--- src/rtl/csrt_pkg.sv ---
package csrt_pkg;
  localparam int unsigned CSRT_ADDR_W = 12;
  localparam int unsigned CSRT_DATA_W = 32;
  localparam logic [CSRT_ADDR_W-1:0] CSRT_A_TIME = 12'h7C0;
  localparam logic [CSRT_ADDR_W-1:0] CSRT_A_CMP  = 12'h7C1;
  localparam logic [CSRT_ADDR_W-1:0] CSRT_A_RAND = 12'h7C2;
  localparam logic [CSRT_DATA_W-1:0] CSRT_RAND_DEF  = 32'h1D87_2B41;
  localparam logic [CSRT_DATA_W-1:0] CSRT_RAND_TAPS = 32'h8020_0003;

  typedef enum logic [1:0] {
    SEL_NONE = 2'd0,
    SEL_TIME = 2'd1,
    SEL_CMP  = 2'd2,
    SEL_RAND = 2'd3
  } csrt_sel_e;
endpackage

--- src/rtl/csrt_down_timer.sv ---
module csrt_down_timer #(
  parameter int unsigned W = 32
) (
  input  logic         clk,
  input  logic         rst,
  input  logic         cmp_we,
  input  logic [W-1:0] cmp_wdata,
  output logic [W-1:0] time_o,
  output logic [W-1:0] cmp_o,
  output logic         irq_o
);
  localparam logic [W-1:0] ONE = W'(1);

  logic [W-1:0] time_q;
  logic [W-1:0] cmp_q;
  logic         irq_q;
  logic         hit;

  assign hit = (time_q == cmp_q);

  // Free-running down counter, wraps naturally from zero to all ones
  always_ff @(posedge clk) begin
    if (rst) time_q <= '1;
    else     time_q <= time_q - ONE;
  end

  always_ff @(posedge clk) begin
    if (rst)         cmp_q <= '0;
    else if (cmp_we) cmp_q <= cmp_wdata;
  end

  // Sticky pending flag; a compare write wins over a same-cycle hit
  always_ff @(posedge clk) begin
    if (rst)         irq_q <= 1'b0;
    else if (cmp_we) irq_q <= 1'b0;
    else if (hit)    irq_q <= 1'b1;
  end

  assign time_o = time_q;
  assign cmp_o  = cmp_q;
  assign irq_o  = irq_q;
endmodule

--- src/rtl/csrt_lfsr.sv ---
module csrt_lfsr #(
  parameter int unsigned  W    = 32,
  parameter logic [W-1:0] TAPS = 32'h8020_0003,
  parameter logic [W-1:0] DEF  = 32'h1D87_2B41
) (
  input  logic         clk,
  input  logic         rst,
  input  logic         load,
  input  logic [W-1:0] seed,
  output logic [W-1:0] q_o
);
  logic [W-1:0] q;
  logic [W-1:0] tap_bits;
  logic         fb;
  logic [W-1:0] seed_safe;

  genvar g;
  generate
    for (g = 0; g < W; g++) begin : g_tap
      if (TAPS[g]) begin : g_on
        assign tap_bits[g] = q[g];
      end else begin : g_off
        assign tap_bits[g] = 1'b0;
      end
    end
  endgenerate

  assign fb        = ^tap_bits;
  assign seed_safe = (seed == '0) ? DEF : seed;

  always_ff @(posedge clk) begin
    if (rst)       q <= DEF;
    else if (load) q <= seed_safe;
    else           q <= {q[W-2:0], fb};
  end

  assign q_o = q;
endmodule

--- src/rtl/csrt_rd_select.sv ---
module csrt_rd_select
  import csrt_pkg::*;
#(
  parameter int unsigned           AW     = 12,
  parameter int unsigned           DW     = 32,
  parameter logic [AW-1:0]         A_TIME = 12'h7C0,
  parameter logic [AW-1:0]         A_CMP  = 12'h7C1,
  parameter logic [AW-1:0]         A_RAND = 12'h7C2
) (
  input  logic [AW-1:0] addr,
  input  logic [DW-1:0] time_v,
  input  logic [DW-1:0] cmp_v,
  input  logic [DW-1:0] rand_v,
  output csrt_sel_e     sel,
  output logic [DW-1:0] data
);
  always_comb begin
    if (addr == A_TIME)      sel = SEL_TIME;
    else if (addr == A_CMP)  sel = SEL_CMP;
    else if (addr == A_RAND) sel = SEL_RAND;
    else                     sel = SEL_NONE;
  end

  always_comb begin
    case (sel)
      SEL_TIME: data = time_v;
      SEL_CMP:  data = cmp_v;
      SEL_RAND: data = rand_v;
      default:  data = '0;
    endcase
  end
endmodule

--- src/rtl/csr_timer_rng.sv ---
module csr_timer_rng
  import csrt_pkg::*;
#(
  parameter int unsigned        AW     = CSRT_ADDR_W,
  parameter int unsigned        DW     = CSRT_DATA_W,
  parameter logic [AW-1:0]      A_TIME = CSRT_A_TIME,
  parameter logic [AW-1:0]      A_CMP  = CSRT_A_CMP,
  parameter logic [AW-1:0]      A_RAND = CSRT_A_RAND,
  parameter logic [DW-1:0]      TAPS   = CSRT_RAND_TAPS,
  parameter logic [DW-1:0]      SEED0  = CSRT_RAND_DEF
) (
  input  logic          clk,
  input  logic          rst,
  input  logic          priv_machine,
  input  logic [AW-1:0] csr_addr,
  input  logic          csr_wr_en,
  input  logic [DW-1:0] csr_wr_data,
  output logic [DW-1:0] csr_rd_data,
  input  logic          seed_load,
  input  logic [DW-1:0] seed_value,
  output logic          timer_irq
);
  logic [DW-1:0] time_w;
  logic [DW-1:0] cmp_w;
  logic [DW-1:0] lfsr_w;
  logic [DW-1:0] rd_mux;
  csrt_sel_e     rd_sel;
  logic          cmp_we;
  logic [DW-1:0] rd_q;

  csrt_rd_select #(
    .AW(AW), .DW(DW), .A_TIME(A_TIME), .A_CMP(A_CMP), .A_RAND(A_RAND)
  ) u_sel (
    .addr(csr_addr), .time_v(time_w), .cmp_v(cmp_w), .rand_v(lfsr_w),
    .sel(rd_sel), .data(rd_mux)
  );

  // Only the compare register accepts software writes, and only in machine mode
  assign cmp_we = priv_machine && csr_wr_en && (rd_sel == SEL_CMP);

  csrt_down_timer #(.W(DW)) u_tmr (
    .clk(clk), .rst(rst), .cmp_we(cmp_we), .cmp_wdata(csr_wr_data),
    .time_o(time_w), .cmp_o(cmp_w), .irq_o(timer_irq)
  );

  csrt_lfsr #(.W(DW), .TAPS(TAPS), .DEF(SEED0)) u_rng (
    .clk(clk), .rst(rst), .load(seed_load), .seed(seed_value), .q_o(lfsr_w)
  );

  always_ff @(posedge clk) begin
    if (rst)               rd_q <= '0;
    else if (priv_machine) rd_q <= rd_mux;
    else                   rd_q <= '0;
  end

  assign csr_rd_data = rd_q;
endmodule

--- config.mk ---
export PLATFORM = sky130hd
export DESIGN_NAME = csr_timer_rng
export DESIGN_NICKNAME = d
export VERILOG_FILES = /design/src/rtl/csrt_pkg.sv /design/src/rtl/csrt_down_timer.sv /design/src/rtl/csrt_lfsr.sv /design/src/rtl/csrt_rd_select.sv /design/src/rtl/csr_timer_rng.sv
export SDC_FILE = /design/constraint.sdc
export NUM_CORES = 1
export LEC_CHECK = 0
export ABC_CLOCK_PERIOD_IN_PS = 2500
export BUFFER_PORTS_ARGS = -buffer_cell sky130_fd_sc_hd__buf_2
export CORE_MARGIN = 1
export CORE_UTILIZATION = 38
export DETAILED_ROUTE_END_ITERATION = 6
export GPL_TIMING_DRIVEN = 0
export PLACE_DENSITY = 0.63
export SETUP_SLACK_MARGIN = 0.02
export SLEW_MARGIN = 15
export SYNTH_ARGS = -nofsm -noshare
export SYNTH_HDL_FRONTEND = slang
export SYNTH_SLANG_ARGS = --single-unit
--- constraint.sdc ---
create_clock -name clk -period 2.5 [get_ports clk]
set_clock_uncertainty 0.15 [all_clocks]
set_input_delay 0.125 -clock clk [delete_from_list [all_inputs] [get_ports clk]]
set_output_delay 0.125 -clock clk [all_outputs]
set_load 0.03 [all_outputs]
# Word-level counts from Yosys, hierarchy flattened
# Cells that the tools add are included.
[classes] addsub=1 eq_ne=7 muxes=6 bitwise=1 reduce_logical=6
[ops] operator="$pmux 32 s3" count=1
[ops] operator="$mux 32" count=2
[ops] operator="$eq 12x11->1 const B" count=3
[ops] operator="$eq 32x32->1" count=1
[ops] operator="$logic_not 32->1" count=1
[ops] operator="$reduce_xor 32->1" count=1
[ops] operator="$sub 32x1->32 const B" count=1
[ops] operator="$mux 2" count=3
[ops] operator="$eq 2x2->1 const B" count=2
[ops] operator="$reduce_or 2->1" count=2
[ops] operator="$eq 2x1->1 const B" count=1
[ops] operator="$logic_and 1x1->1" count=2
[ops] operator="$not 1->1" count=1
[totals] register_bits=129 word_cells=26

# Logic depth before layout (Yosys ltp)
[logic_depth] ltp_word=7 depth_mapped=7 mapped_depth_nobuf=6

# By module
# A second synthesis with hierarchy kept.
[hier_totals] hier_cells=655 area_unflattened_um2=6339.8
[by_module_without_submodules] mod="csrt_down_timer" instances=1 cells_per_inst=299 area_each_um2=2970.3
[by_module_without_submodules] mod="csrt_lfsr" instances=1 cells_per_inst=136 area_each_um2=1301.2
[by_module_without_submodules] mod="csrt_rd_select" instances=1 cells_per_inst=149 area_each_um2=1099.8
[by_module_without_submodules] mod="csr_timer_rng" instances=1 cells_per_inst=71 area_each_um2=968.4

# Worst setup path after synthesis
# OpenSTA, ideal clock, no wires.
[synth_path] kind="register to register" from="register u_tmr.time_q[13] (netlist: u_tmr.time_o[13])" to="register u_tmr.time_q[24] (netlist: u_tmr.time_o[24])" setup_time_ns=0.127 t_arrival_ns=1.922 required_ns=2.223 setup_slack_ns=0.300 path_stages_with_launch=7 n_path_buf=1 synth_period_minus_slack_ns=2.200 cell_sequence="dfxtp_1 buf_6 or4_4 nor4b_4 nand3_2 o21ai_1 or3b_1"
[synth_via] elab_chain_len=1
[synth_lines] element="from (decl)" line_no="csrt_down_timer.sv:14" source="logic [W-1:0] time_q;"
[synth_lines] element="from (signal assigned)" line_no="csrt_down_timer.sv:24" source="else time_q <= time_q - ONE;"
[synth_lines] element="$sub 32x1->32" line_no="csrt_down_timer.sv:24"
# No other way between the ends.
# A chain may end at the register's enable or synchronous reset.

# Worst setup path after layout
[layout_path] from="register u_tmr.time_q[7] (netlist: u_tmr.time_o[7])" to="register u_tmr.time_q[24] (netlist: u_tmr.time_o[24])"
# The elaborated chain is that of the path after synthesis.

==> flow_metrics.tcl <==
set metrics [dict create \
    status "complete, but fails checks" \
    violations "DRC" \
    setup_tns_ns 0 \
    arrival_ns 2.48 \
    drt-wirelength-per-cell_um 17.5 \
    async_flop_share_pct 0 \
    clkTransAtPathRegs_ns 0.06 \
    final_cells 1026 \
    start_util_pct 39.1 \
    ys_seq_elements 129 \
    grt_use_total_pct 23.5 \
    fin_crit_sh_pct 93.2 \
    worstSetupPathType "register to register" \
    die_h_um 125 \
    ir_worst_vdd_uv 488 \
    rsz0062_at_grt "no" \
    max_slew_margin_pct 39.2 \
    antenna_cells 0 \
    io_pins 114 \
    dieArea_sq_um 15600 \
    cts_root_buf "clkbuf_16" \
    finalSetupViolations 0 \
    max_freq_ghz 0.429 \
    synth_seq_area_share_pct 45.1 \
    grt_pass1_wl_mm 27.9 \
    synth_fa_ha_area_share_pct 0.219 \
    synth-compound-area-share_pct 10.0 \
    chipWidth_um 125 \
    area_delta_synth_final_pct 35.9 \
    cts.sinks 129 \
    numPlacedInstances 925 \
    syn_inst 630 \
    insertion_delay_ns 0.42 \
    hold_viol_final 0 \
    fp.coreArea_sq_um 14600 \
    critPathRequiredTime_ns 2.65 \
    powerDensity_nw_per_um2 634 \
    grt-ovfl-total 0 \
    port_buffers 111 \
    drv_cap 0 \
    routabilityCongestion 0.858 \
    clockBufferDepth 2 \
    startpoint_type "register" \
    drive_gt1_share_pct 22.1 \
    cts_tree "built" \
    synth-simple-area-share_pct 23.2 \
    synth_edf_count 0 \
    dp_hpwl_mm 12.8 \
    cp_max_fo 10 \
    synthMuxAreaShare_pct 9.05 \
    leakage_nw 2.96 \
    synth_ff_type "dfxtp_1" \
    grt_pass1_vias 5329 \
    synth_xor_xnor_area_share_pct 9.03 \
    via_per_inst 5.24 \
    grt_max_degree 17 \
    cts-htree-levels 4 \
    avgSynthCellArea_sq_um 9.09 \
    multi_input_area_sq_um 2960 \
    layout.nets 911 \
    register_area_sq_um 2580 \
    drt_wl_total_mm 18.0 \
    tightest_slew_ns 0.911 \
    synth_cell_types 43 \
    fillers 1373 \
    synth_fp_nets 712 \
    yosys_warnings 0 \
    slew_violations 0 \
    vias 5381 \
    finish.utilization_pct 53.1 \
    antenna_found_initial 0 \
    netlist_area_sq_um 5730 \
    drc 11 \
    final_common_cell "dfxtp_1" \
    synth_top_family_by_area "simple AND/OR/NAND/NOR gates" \
    postRouteAntennaNets 0 \
    crit_path_end_kind "register" \
    cts_buffers 17 \
    min_path_type "primary input to register" \
    num_rows 44 \
    drt_first_pass_iters 7 \
    dr.first_iter.drc_count 380 \
    layout_common_cells "dfxtp_1 (129), buf_2 (115), nor2_1 (74)" \
    period_needed_ns 2.33 \
]
worst paths after layout:
path                               from                     endpoint  slack [ns]  cells after the start
max          u_tmr.time_o[7]$_SDFF_PP1_  u_tmr.time_o[24]$_SDFF_PP1_        0.17                      6
min                        priv_machine    csr_rd_data[6]$_SDFF_PP0_        0.06                      3
max reg2reg  u_tmr.time_o[7]$_SDFF_PP1_  u_tmr.time_o[24]$_SDFF_PP1_        0.17                      6
min reg2reg  u_tmr.time_o[0]$_SDFF_PP1_   u_tmr.time_o[0]$_SDFF_PP1_        0.31                      1
worst max-delay path, stage by stage, from the launching register on:
cell	delay, ns
dfxtp_1	0.29
clkbuf_1	0.18
or4_1	0.57
nor3_4	0.42
nand3_2	0.13
o21ai_1	0.13
or3b_1	0.34
metal layers:
| metal | track usage [%] | share of wire (%) | vias up | wire [um] |
|---|---|---|---|---|
| met5 | 0 | 0 | - | 0 |
| met4 | 8.86 | 2.0 | 0 | 366 |
| met3 | 5.80 | 5.9 | 28 | 1070 |
| met2 | 40.2 | 48 | 204 | 8670 |
| met1 | 28.4 | 44 | 2571 | 7870 |
| li1 | - | - | 2578 | - |
where the power goes:
| group | switching [mW] | internal (mW) | total [mW] | leakage [nW] |
|---|---|---|---|---|
| Clock | 0.876 | 1.57 | 2.44 | 0.285 |
| Sequential | 0.0315 | 2.10 | 2.13 | 1.05 |
| Combinational | 0.156 | 0.205 | 0.361 | 1.62 |
| Total | 1.06 | 3.87 | 4.94 | 2.96 |
metrics by stage:
| step | power, mW | instance area (sq um) | setup slack, ns | hold WS [ns] |
|---|---|---|---|---|
| 6_report | 4.94 | 7780 | 0.170 | 0.0634 |
| 5_1_grt | 5.06 | 7780 | 0.0456 | 0.0848 |
| 4_1_cts | 4.94 | 7750 | 0.0310 | 0.0641 |
| 3_5_place_dp | 2.45 | 6510 | 0.0125 | 0.225 |
| 3_3_place_gp | 2.44 | 6510 | 0.0733 | 0.226 |
| 2_1_floorplan | 2.32 | 5730 | 0.300 | 0.0787 |
layout make-up:
type / count / area share (%)
sequential: 129 / 33.2
tap: 184 / 2.96
inverter: 2 / 0.0965
multi-input combinational: 455 / 38.0
timing repair buffer: 180 / 15.9
clock inverter: 5 / 0.965
buffer: 44 / 2.43
clock buffer: 27 / 6.47
state kept, by name (all words and copies together), names as in the netlist:
signal	flops
u_rng.q_o	32
u_tmr.irq_o	1
u_tmr.time_o	32
u_tmr.cmp_o	32
csr_rd_data	32
what timing repair did:
| item | in CTS | in global routing |
|---|---|---|
| buffers inserted | 0 | 4 |
| hold buffers | 65 | 0 |
| resized for setup | 1 | 6 |
| endpoints found under the setup margin | 1 | 13 |
| pin swaps | 0 | 1 |
| endpoints found under the hold margin | 66 | 0 |
cells in the mapped netlist (2+ instances only):
master    number  area share (%)
nand2b_1      26             2.8
nand4_1       16             1.7
buf_6          2            0.39
o21bai_1      16             2.1
nand3b_1       5            0.66
nor2_1        74             4.9
mux2_2        30             5.9
inv_1          2            0.13
buf_1          2            0.13
nand3_1        3            0.26
nand2_1       72             4.7
dfxtp_1      129              45
mux2i_1       18             3.1
and2_1         2            0.22
and4_1         2            0.31
nand4b_1       6            0.92
a21oi_1       35             3.1
xor2_1        19             2.9
nor4_1        15             1.6
a22oi_1       32             4.2
or4_1          2            0.26
nor3_1         7            0.61
buf_2          4            0.35
o21ai_0        3            0.26
xnor2_1       40             6.1
clkbuf_1      36             2.4
or3_1          2            0.22
nor2b_1        2            0.22
nor3b_1       14             1.8
logic make-up after synthesis:
kind of cell / Yosys count
AND/OR/NAND/NOR: 258
flip-flops: 129
AO/OA/AOI/OAI: 89
XOR/XNOR: 59
multiplexers: 48
buffers and inverters: 46
adder cells (fa/ha/maj): 1
Note: power is estimated with default switching activity, not from simulation.
